`src/rtl/sn_pkg.sv`:
```
package sn_pkg;

  // Sorted width: odd M is kept, even M gains one padding input.
  function automatic int sn_eff_width(input int m);
    return (m % 2 == 1) ? m : m + 1;
  endfunction

  // Smallest power of two not below n.
  function automatic int sn_pow2_ceil(input int n);
    int p;
    p = 1;
    while (p < n) p = p * 2;
    return p;
  endfunction

  // Two-bit compare-exchange: {larger, smaller}.
  function automatic logic [1:0] sn_ce(input logic a, input logic b);
    return {a | b, a & b};
  endfunction

endpackage

```
`src/rtl/sn_col_sorter.sv`:
```
module sn_col_sorter
  import sn_pkg::*;
#(
  parameter int N = 9
) (
  input  logic [N-1:0] d,
  output logic [N-1:0] q
);
  // Odd-even transposition network: N stages of compare-exchange.
  // Index 0 receives the largest bit (descending order).
  always_comb begin
    logic [N-1:0] v;
    v = d;
    for (int s = 0; s < N; s++) begin
      for (int i = s % 2; i + 1 < N; i += 2) begin
        {v[i], v[i+1]} = sn_ce(v[i], v[i+1]);
      end
    end
    q = v;
  end
endmodule

```
`src/rtl/sn_bitonic_merger.sv`:
```
module sn_bitonic_merger
  import sn_pkg::*;
#(
  parameter int K     = 9,
  parameter int RANK  = 4,
  parameter int WSTART = 5
) (
  input  logic [K-1:0] a_desc,
  input  logic [K-1:0] b_desc,
  output logic         rank_bit,
  output logic [K-1:0] window
);
  localparam int P    = sn_pow2_ceil(2 * K);
  localparam int LOGP = $clog2(P);

  // a descending, zero padding, then b reversed: a valley-shaped
  // bitonic sequence of P bits, merged by half-cleaner stages.
  always_comb begin
    logic [P-1:0] v;
    int h;
    v = '0;
    for (int i = 0; i < K; i++) v[i] = a_desc[i];
    for (int j = 0; j < K; j++) v[P-1-j] = b_desc[j];
    for (int s = 0; s < LOGP; s++) begin
      h = P >> (s + 1);
      for (int i = 0; i < P; i++) begin
        if ((i % (2 * h)) < h) begin
          {v[i], v[i+h]} = sn_ce(v[i], v[i+h]);
        end
      end
    end
    rank_bit = v[RANK];
    window   = v[WSTART +: K];
  end
endmodule

```
`src/rtl/sn_alt_source.sv`:
```
module sn_alt_source (
  input  logic clk,
  input  logic rst_n,
  input  logic start,
  input  logic in_valid,
  output logic alt_bit
);
  logic alt_q;

  // A start column always sees 0; later columns alternate.
  assign alt_bit = start ? 1'b0 : alt_q;

  always_ff @(posedge clk or negedge rst_n) begin
    if (!rst_n) begin
      alt_q <= 1'b0;
    end else if (in_valid) begin
      alt_q <= ~alt_bit;
    end else if (start) begin
      alt_q <= 1'b0;
    end
  end
endmodule

```
`src/rtl/stoch_sort_neuron.sv`:
```
module stoch_sort_neuron
  import sn_pkg::*;
#(
  parameter int M = 9
) (
  input  logic         clk,
  input  logic         rst_n,
  input  logic         start,
  input  logic         in_valid,
  input  logic [M-1:0] in_bits,
  input  logic [M-1:0] wt_bits,
  output logic         out_valid,
  output logic         out_bit
);
  localparam int K   = sn_eff_width(M);
  localparam int MID = (K - 1) / 2;
  localparam int W0  = (K + 1) / 2;

  logic [M-1:0] prod;
  logic [K-1:0] col;
  logic [K-1:0] col_sorted;
  logic [K-1:0] fb_q;
  logic [K-1:0] fb_eff;
  logic [K-1:0] fb_nxt;
  logic         res;

  // Bipolar multiply: XNOR per input pair.
  assign prod = ~(in_bits ^ wt_bits);

  generate
    if (K > M) begin : g_pad
      logic alt;
      sn_alt_source u_alt (
        .clk      (clk),
        .rst_n    (rst_n),
        .start    (start),
        .in_valid (in_valid),
        .alt_bit  (alt)
      );
      assign col = {alt, prod};
    end else begin : g_nopad
      assign col = prod;
    end
  endgenerate

  sn_col_sorter #(.N(K)) u_sort (
    .d (col),
    .q (col_sorted)
  );

  // A start column begins from an empty surplus.
  assign fb_eff = start ? '0 : fb_q;

  sn_bitonic_merger #(.K(K), .RANK(MID), .WSTART(W0)) u_merge (
    .a_desc   (col_sorted),
    .b_desc   (fb_eff),
    .rank_bit (res),
    .window   (fb_nxt)
  );

  always_ff @(posedge clk or negedge rst_n) begin
    if (!rst_n) begin
      fb_q      <= '0;
      out_valid <= 1'b0;
      out_bit   <= 1'b0;
    end else begin
      out_valid <= in_valid;
      if (in_valid) begin
        out_bit <= res;
        fb_q    <= fb_nxt;
      end else if (start) begin
        fb_q <= '0;
      end
    end
  end
endmodule

```
`config.mk`:
```
export PLATFORM = sky130hd
export DESIGN_NAME = stoch_sort_neuron
export DESIGN_NICKNAME = d
export VERILOG_FILES = /design/src/rtl/sn_pkg.sv /design/src/rtl/sn_col_sorter.sv /design/src/rtl/sn_bitonic_merger.sv /design/src/rtl/sn_alt_source.sv /design/src/rtl/stoch_sort_neuron.sv
export SDC_FILE = /design/constraint.sdc
export NUM_CORES = 1
export LEC_CHECK = 0
export BUFFER_PORTS_ARGS = -buffer_cell sky130_fd_sc_hd__buf_4
export CAP_MARGIN = 10
export CORE_MARGIN = 1.5
export CORE_UTILIZATION = 45
export CTS_CLUSTER_DIAMETER = 100
export DETAILED_ROUTE_END_ITERATION = 10
export PLACE_DENSITY = 0.68
export SETUP_SLACK_MARGIN = 0.4
export SYNTH_ARGS = -nofsm -noshare
export SYNTH_HDL_FRONTEND = slang
export SYNTH_SLANG_ARGS = --single-unit
export TNS_END_PERCENT = 1
```
`constraint.sdc`:
```
create_clock -name clk -period 1.75 [get_ports clk]
set_clock_uncertainty 0.05 [all_clocks]
set_input_delay 0.4375 -clock clk [delete_from_list [all_inputs] [get_ports clk]]
set_output_delay 0.4375 -clock clk [all_outputs]
set_load 0.005 [all_outputs]
```
==> results of run 1 <==
-- repair_timing --
| item | in CTS | in global routing |
|---|---|---|
| gates resized for setup | 14 | 60 |
| endpoints found under the hold margin | 11 | 0 |
| setup buffers | 8 | 9 |
| endpoints found under the setup margin | 10 | 10 |
| hold buffers | 1 | 0 |
| pin swaps | 15 | 37 |
-- placed cells by master (no fill, tap or decap), types with 2 or more instances in the layout --
| master | n |
|---|---|
| nor2_1 | 10 |
| o31ai_4 | 2 |
| a31oi_2 | 2 |
| a21oi_1 | 4 |
| a31oi_1 | 4 |
| xnor2_4 | 6 |
| buf_6 | 15 |
| xnor2_2 | 3 |
| o32ai_2 | 2 |
| o21ai_1 | 2 |
| xor2_2 | 6 |
| a21oi_4 | 2 |
| buf_12 | 2 |
| o22ai_2 | 3 |
| a22oi_1 | 2 |
| o21ai_2 | 3 |
| a211oi_2 | 3 |
| o21ai_0 | 4 |
| nand3_1 | 6 |
| a211oi_4 | 3 |
| inv_1 | 4 |
| nand2_1 | 13 |
| nand2_2 | 2 |
| buf_4 | 73 |
| clkbuf_4 | 3 |
| maj3_2 | 4 |
| nor3_1 | 7 |
| xor2_4 | 2 |
| dfrtp_1 | 11 |
| nor4_2 | 2 |
| o211ai_1 | 10 |
| a21oi_2 | 3 |
-- power groups by stage --
| stage | Sequential (W) | Clock, W | Combinational (W) |
|---|---|---|---|
| floorplan | 0.000290 | 0 | 0.000389 |
| global placement | 0.000290 | 0 | 0.000734 |
| detailed placement | 0.000292 | 0 | 0.000761 |
| CTS | 0.000288 | 0.000183 | 0.000837 |
| global route | 0.000294 | 0.000190 | 0.00121 |
| finish | 0.000293 | 0.000183 | 0.00118 |
-- registers in the layout (all words and copies together), names as in the netlist --
name and flops:
out_valid 1, out_bit 1, fb_q 9
-- worst register-to-register path: cells and delay by family, from the launching register on --
| kind | cells | cell delay [ps] |
|---|---|---|
| and+or+nand+nor | 2 | 410 |
| AOI/OAI and AO/OA | 3 | 560 |
| DFF | 1 | 370 |
-- through the flow --
step                      worst slack, ps  TNS, ps  cells   util  total power, W
after floorplan                      -587    -5430    154      -        0.000679
after global placement               -951    -9130    258  0.745         0.00102
after detailed placement            -1050   -10080    258  0.745         0.00105
after CTS                            -637    -6040    271  0.806         0.00131
after global routing                 -943    -8910    280  0.956         0.00169
final                                -895    -8440    280  0.956         0.00166
-- area by class of cell --
cell class / count / area [µm²]
multi-input combinational: 137 / 1470
timing repair buffer: 92 / 782
sequential: 11 / 275
fill: 63 / 120
tap: 31 / 38.8
clock buffer: 4 / 26.3
inverter: 5 / 18.8
-- logic make-up after synthesis --
logic type	share of synthesized area
compound gates	0.395
simple gates	0.195
xor+xnor	0.145
flops	0.213
buf+inv	0.0174
fa+ha+maj	0.0339
-- how the worst min path moves through the flow --
stage | start | endpoint | slack [ps] | cells past startpoint
floorplan | rst_n | fb_q[0] | 90 | 0
global placement | rst_n | out_valid | 220 | 1
detailed placement | rst_n | fb_q[2] | 230 | 1
CTS | in_valid | out_valid | 450 | 2
global route | in_valid | out_valid | 470 | 2
finish | rst_n | out_valid | 470 | 2
-- routing by layer --
layer | GRT usage | vias up | routed length (µm)
met1 | 0.385 | 926 | 2510
met2 | 0.555 | 205 | 3370
li1 | - | 792 | -
met5 | 0 | - | 0
met4 | 0.0986 | 0 | 648
met3 | 0.0737 | 88 | 808
==> impl_metrics.py, run 1 <==
metrics = {
    "outcome": {
        "status": "finished with violations",
        "violations": "negative setup slack",
    },
    "setup_path": {
        "crit_path_end_kind": "flip-flop",
        "reg2regPathDepth": 5,
        "crit_path_start": "wt_bits[3]",
        "slowest_stage": "nor4_2",
        "r2r-end": "fb_q[8]",
        "crit_fanout": 3,
        "cp.required_ps": 1850,
        "arrival_ps": 2740,
        "cpLargestDelayFamily": "compound AO/OA/AOI/OAI gates",
        "cpPeakStageDelay_ps": 470,
        "cp_cell_sequence": "buf_4 > xnor2_4 > buf_6 > nor4_2 > a31o_2 > a21oi_4 > buf_4 > a211oi_4 > nor2_4 > o2111ai_2 > o211ai_1",
        "r2r_start": "fb_q[7]",
        "critical_path_buf_inv_count": 3,
        "path_class": "input port to flip-flop",
        "cp-start-kind": "input port",
        "r2r_setup_slack_ps": 260,
        "cp.depth": 11,
        "path_common_cell": "buf_4",
        "critPathCapture": "fb_q[1]",
    },
    "timing": {
        "setup_viol": 10,
        "hold_viol": 0,
        "fin_crit_sh": 1.51,
        "finalCriticalPeriod_ps": 2640,
        "maxSlewViolCount": 0,
        "hold_slack_ps": 468,
        "rsz0062_at_grt": "true",
        "relSlewSlack": 0.654,
        "setup_ws_ps": -895,
        "worstMarginPinSlew_ps": 514,
        "fmax_mhz": 378,
    },
    "synthesis": {
        "synth_area_per_cell_um2": 8.38,
        "synth_top_area_frac": 0.213,
        "ys_ff_latch": 11,
        "synth_cell_type_count": 44,
        "yosysSeqAreaShare": 0.213,
        "synthesis.area_um2": 1290,
        "synth_area_leaders": "dfrtp_1, xor2_1, o211ai_1",
        "synth_cells": 154,
        "synth_common_cells": "nand2_1, nor2_1, dfrtp_1, o211ai_1, xor2_1",
        "synth.net_count": 176,
        "yosys_warnings": 0,
        "synth_flop_cell": "dfrtp_1",
        "yosysMostFrequentCell": "nand2_1",
        "async_flop_share": 1.00,
        "synth_edf_count": 0,
        "yosysTopAreaCell": "dfrtp_1",
    },
    "global_route": {
        "grt_max_degree": 16,
        "overflow": 0,
        "antenna_found_initial": 0,
        "gr-usage-all-layers": 0.318,
        "grt_pass1_wl_um": 7930,
        "grt_pass1_vias": 1822,
    },
    "clock_tree": {
        "cts_tree": "done",
        "clk_latency_ps": 280,
        "cts_sinks": 11,
        "root_buffer": "clkbuf_4",
        "cts-buffers-inserted": 3,
        "htreeDepth": 1,
        "path_clk_slew_ps": 80,
        "ctsLongestPathBuffers": 2,
    },
    "routing": {
        "drt-initial-drc-count": 249,
        "vias_per_cell": 7.18,
        "wl_per_cell_um": 26.2,
        "ant_nets": 0,
        "num_vias": 2011,
        "drt_wl_total_um": 7340,
        "drt-pass1-iter-count": 5,
        "drc": 0,
    },
    "flow_run": {
        "maxCapViolCount": 0,
    },
    "finish": {
        "drive_above_1_share": 0.651,
        "nets": 272,
        "stdcell_area_um2": 2610,
        "syn_to_final_growth_pct": 102,
        "diodes": 0,
    },
    "floorplanning": {
        "core_um2": 2730,
        "die_h_um": 56.6,
        "rows": 19,
        "dieWidth_um": 56.6,
        "ios": 24,
        "initial_utilization": 0.472,
        "die_area_um2": 3200,
    },
    "power": {
        "pwr-share-comb": 0.713,
        "power_density_nw_per_um2": 634,
        "seqPwrFrac": 0.177,
        "p_sw_frac": 0.440,
        "p_int_w": 0.000928,
        "power.leakage_nw": 1.02,
        "p_clk_frac": 0.110,
        "ir_drop_mv": 0.788,
        "p_switching_w": 0.000729,
    },
    "placement": {
        "dpl_cell_area_um2": 2040,
        "port_buffers": 23,
        "dp_hpwl_um": 3510,
        "gp_congestion": 0.944,
    },
    "hold_path": {
        "min_path_type": "input port to asynchronous set/reset pin",
    },
}
Power figures use the tool's default switching activity.
==> run 2, diff against run 1 <==
--- a/config.mk
+++ b/config.mk
@@ -13,3 +13,3 @@
 export DETAILED_ROUTE_END_ITERATION = 10
-export PLACE_DENSITY = 0.68
+export PLACE_DENSITY = 0.69
 export SETUP_SLACK_MARGIN = 0.4
@@ -17,2 +17,3 @@
 export SYNTH_HDL_FRONTEND = slang
+export SYNTH_HIERARCHICAL = 1
 export SYNTH_SLANG_ARGS = --single-unit
--- a/constraint.sdc
+++ b/constraint.sdc
@@ -4,2 +4,2 @@
 set_output_delay 0.4375 -clock clk [all_outputs]
-set_load 0.005 [all_outputs]
+set_load 0.02 [all_outputs]
==> impl_metrics.py, run 2 <==
metrics = {
    "synthesis": {
        "async_flop_share": 1.00,
        "yosysSeqAreaShare": 0.243,
        "yosysMostFrequentCell": "nand2_1",
        "synth_xor_xnor_area_share": 0.0696,
        "synth_top_family_by_area": "compound AO/OA/AOI/OAI gates",
        "synth_cell_type_count": 45,
        "synthAdderAreaFrac": 0,
        "ys_ff_latch": 11,
        "synth_area_leaders": "dfrtp_1, mux2_2, and2b_2",
        "synth-simple-area-share": 0.277,
        "synth_flop_cell": "dfrtp_1",
        "synth_cells": 127,
        "synthesis.area_um2": 1130,
        "synth_common_cells": "nand2_1, dfrtp_1, mux2_2, and2b_2, xnor2_1",
        "synth_top_area_frac": 0.243,
        "yosysTopAreaCell": "dfrtp_1",
        "synth_mux_area_frac": 0.0994,
        "synth_compound_area_frac": 0.303,
        "synth.net_count": 149,
        "yosys_warnings": 6,
        "synth_edf_count": 0,
        "synth_area_per_cell_um2": 8.92,
    },
    "power": {
        "p_int_w": 0.000660,
        "p_switching_w": 0.000385,
        "p_clk_frac": 0.165,
        "pwr-share-comb": 0.567,
        "power.leakage_nw": 0.753,
        "power_density_nw_per_um2": 619,
        "p_sw_frac": 0.368,
        "ir_drop_mv": 0.571,
        "seqPwrFrac": 0.268,
    },
    "floorplanning": {
        "dieWidth_um": 53.2,
        "rows": 17,
        "initial_utilization": 0.493,
        "die_area_um2": 2830,
        "die_h_um": 53.2,
        "ios": 24,
        "core_um2": 2300,
    },
    "finish": {
        "largest_register_ff_count": 9,
        "seq_area_um2": 275,
        "multiInputGateArea_um2": 1010,
        "mostFrequentLayoutCell": "buf_4",
        "syn_to_final_growth_pct": 49.1,
        "fillers": 181,
        "regMostFlops": "fb_q",
        "diodes": 0,
        "drive_above_1_share": 0.543,
        "top_regs": "fb_q (9), out_bit (1), out_valid (1)",
        "final_cell_mix": "buf_4, dfrtp_1, nand2_1",
        "nets": 196,
    },
    "timing": {
        "rsz0062_at_grt": "true",
        "fmax_mhz": 370,
        "hold_viol": 0,
        "maxSlewViolCount": 0,
        "worstMarginPinSlew_ps": 388,
        "setup_viol": 10,
        "relSlewSlack": 0.740,
        "finalCriticalPeriod_ps": 2700,
        "fin_crit_sh": 1.54,
        "hold_slack_ps": 337,
        "setup_ws_ps": -952,
    },
    "routing": {
        "drc": 0,
        "drt-pass1-iter-count": 5,
        "num_vias": 1153,
        "vias_per_cell": 5.74,
        "ant_nets": 0,
        "drt_wl_total_um": 2700,
        "wl_per_cell_um": 13.4,
        "wl_met2_um": 1250,
        "drt-initial-drc-count": 21,
        "drt-met1-wl_um": 1280,
        "top_layer": "met4",
        "met3_length_um": 138,
    },
    "global_route": {
        "grt_pass1_vias": 1073,
        "antenna_found_initial": 0,
        "grt_max_degree": 12,
        "overflow": 0,
        "gr-usage-all-layers": 0.234,
        "grt_pass1_wl_um": 4800,
    },
    "placement": {
        "port_buffers": 23,
        "dp_hpwl_um": 2170,
        "dpl_worst_slack_ps": -1260,
        "gp_congestion": 0.955,
    },
    "clock_tree": {
        "ctsLongestPathBuffers": 2,
        "clk_latency_ps": 270,
        "path_clk_slew_ps": 70,
        "root_buffer": "clkbuf_4",
        "post-cts-setup-buffer-count": 0,
        "cts_tree": "done",
        "htreeDepth": 1,
        "cts_sinks": 11,
        "cts-buffers-inserted": 3,
    },
    "setup_path": {
        "cp-start-kind": "input port",
        "crit_path_end_kind": "flip-flop",
        "cpPeakStageDelay_ps": 420,
        "cp.required_ps": 1860,
        "path_class": "input port to flip-flop",
        "arrival_ps": 2810,
        "cpLargestDelayFamily": "compound AO/OA/AOI/OAI gates",
        "slowest_stage": "or3_4",
        "cp_cell_sequence": "buf_8 > xnor2_4 > or3_4 > o22ai_4 > o31ai_4 > a2111oi_4 > o211ai_1 > a22oi_2 > nand3_1 > or2_1 > mux2_4",
        "critical_path_buf_inv_count": 1,
        "crit_fanout": 7,
    },
    "hold_path": {
        "min_path_type": "input port to flip-flop",
    },
    "outcome": {
        "status": "finished with violations",
        "violations": "negative setup slack",
    },
    "flow_run": {
        "maxCapViolCount": 0,
    },
}
## run 2: logic make-up after synthesis
kind of cell           Yosys count
AND/OR/NAND/NOR                 54
XOR/XNOR                         9
AO/OA/AOI/OAI                   41
buffers and inverters            2
flip-flops                      11
multiplexers                    10
## run 2: layout make-up
cell class | instances | area share
Clock buffer | 3 | 0.0133
Clock inverter | 1 | 0.00297
Inverter | 1 | 0.00222
Multi-Input combinational cell | 114 | 0.596
Sequential cell | 11 | 0.163
Tap cell | 28 | 0.0208
Timing Repair Buffer | 43 | 0.202
## run 2: per-layer routing
metal  global-route usage  up-vias
met4               0.0598        0
met1                0.338      543
met3               0.0508        4
li1                     -      576
met5                    0        -
met2                0.352       30
## run 2: path summary, 6_finish.rpt
kind	start	endpoint	slack, ps	cells past startpoint
worst max-delay path	wt_bits[5]	fb_q[3]	-950	11
worst min-delay path	in_valid	out_valid	340	1
worst max register to register	fb_q[8]	fb_q[3]	160	5
worst min register to register	out_bit	out_bit	480	1
max in group asynchronous	rst_n	fb_q[4]	1010	2
min in group asynchronous	rst_n	fb_q[7]	490	2
## run 2: stage by stage
step	util	std cells	area [µm²]	power (W)	setup TNS (ps)
after global placement	0.688	196	1580	0.000825	-11440
after detailed placement	0.688	196	1580	0.000840	-12010
final	0.735	201	1690	0.00105	-8580
after global routing	0.735	201	1690	0.00111	-10190
after floorplan	-	127	1230	0.000635	-9540
after CTS	0.729	201	1670	0.00104	-8350
## run 2: power groups by stage
stage | Combinational (W) | Clock, W | Sequential (W)
detailed placement | 0.000555 | 0 | 0.000285
global placement | 0.000542 | 0 | 0.000283
finish | 0.000592 | 0.000173 | 0.000280
floorplan | 0.000336 | 0 | 0.000299
global route | 0.000642 | 0.000191 | 0.000281
CTS | 0.000583 | 0.000180 | 0.000280
## run 2: what timing repair did
item	4_1_cts	5_1_grt
pin swaps	3	0
hold buffers	1	0
hold endpoints to repair	11	0
resized for setup	10	3
setup endpoints to repair	10	10
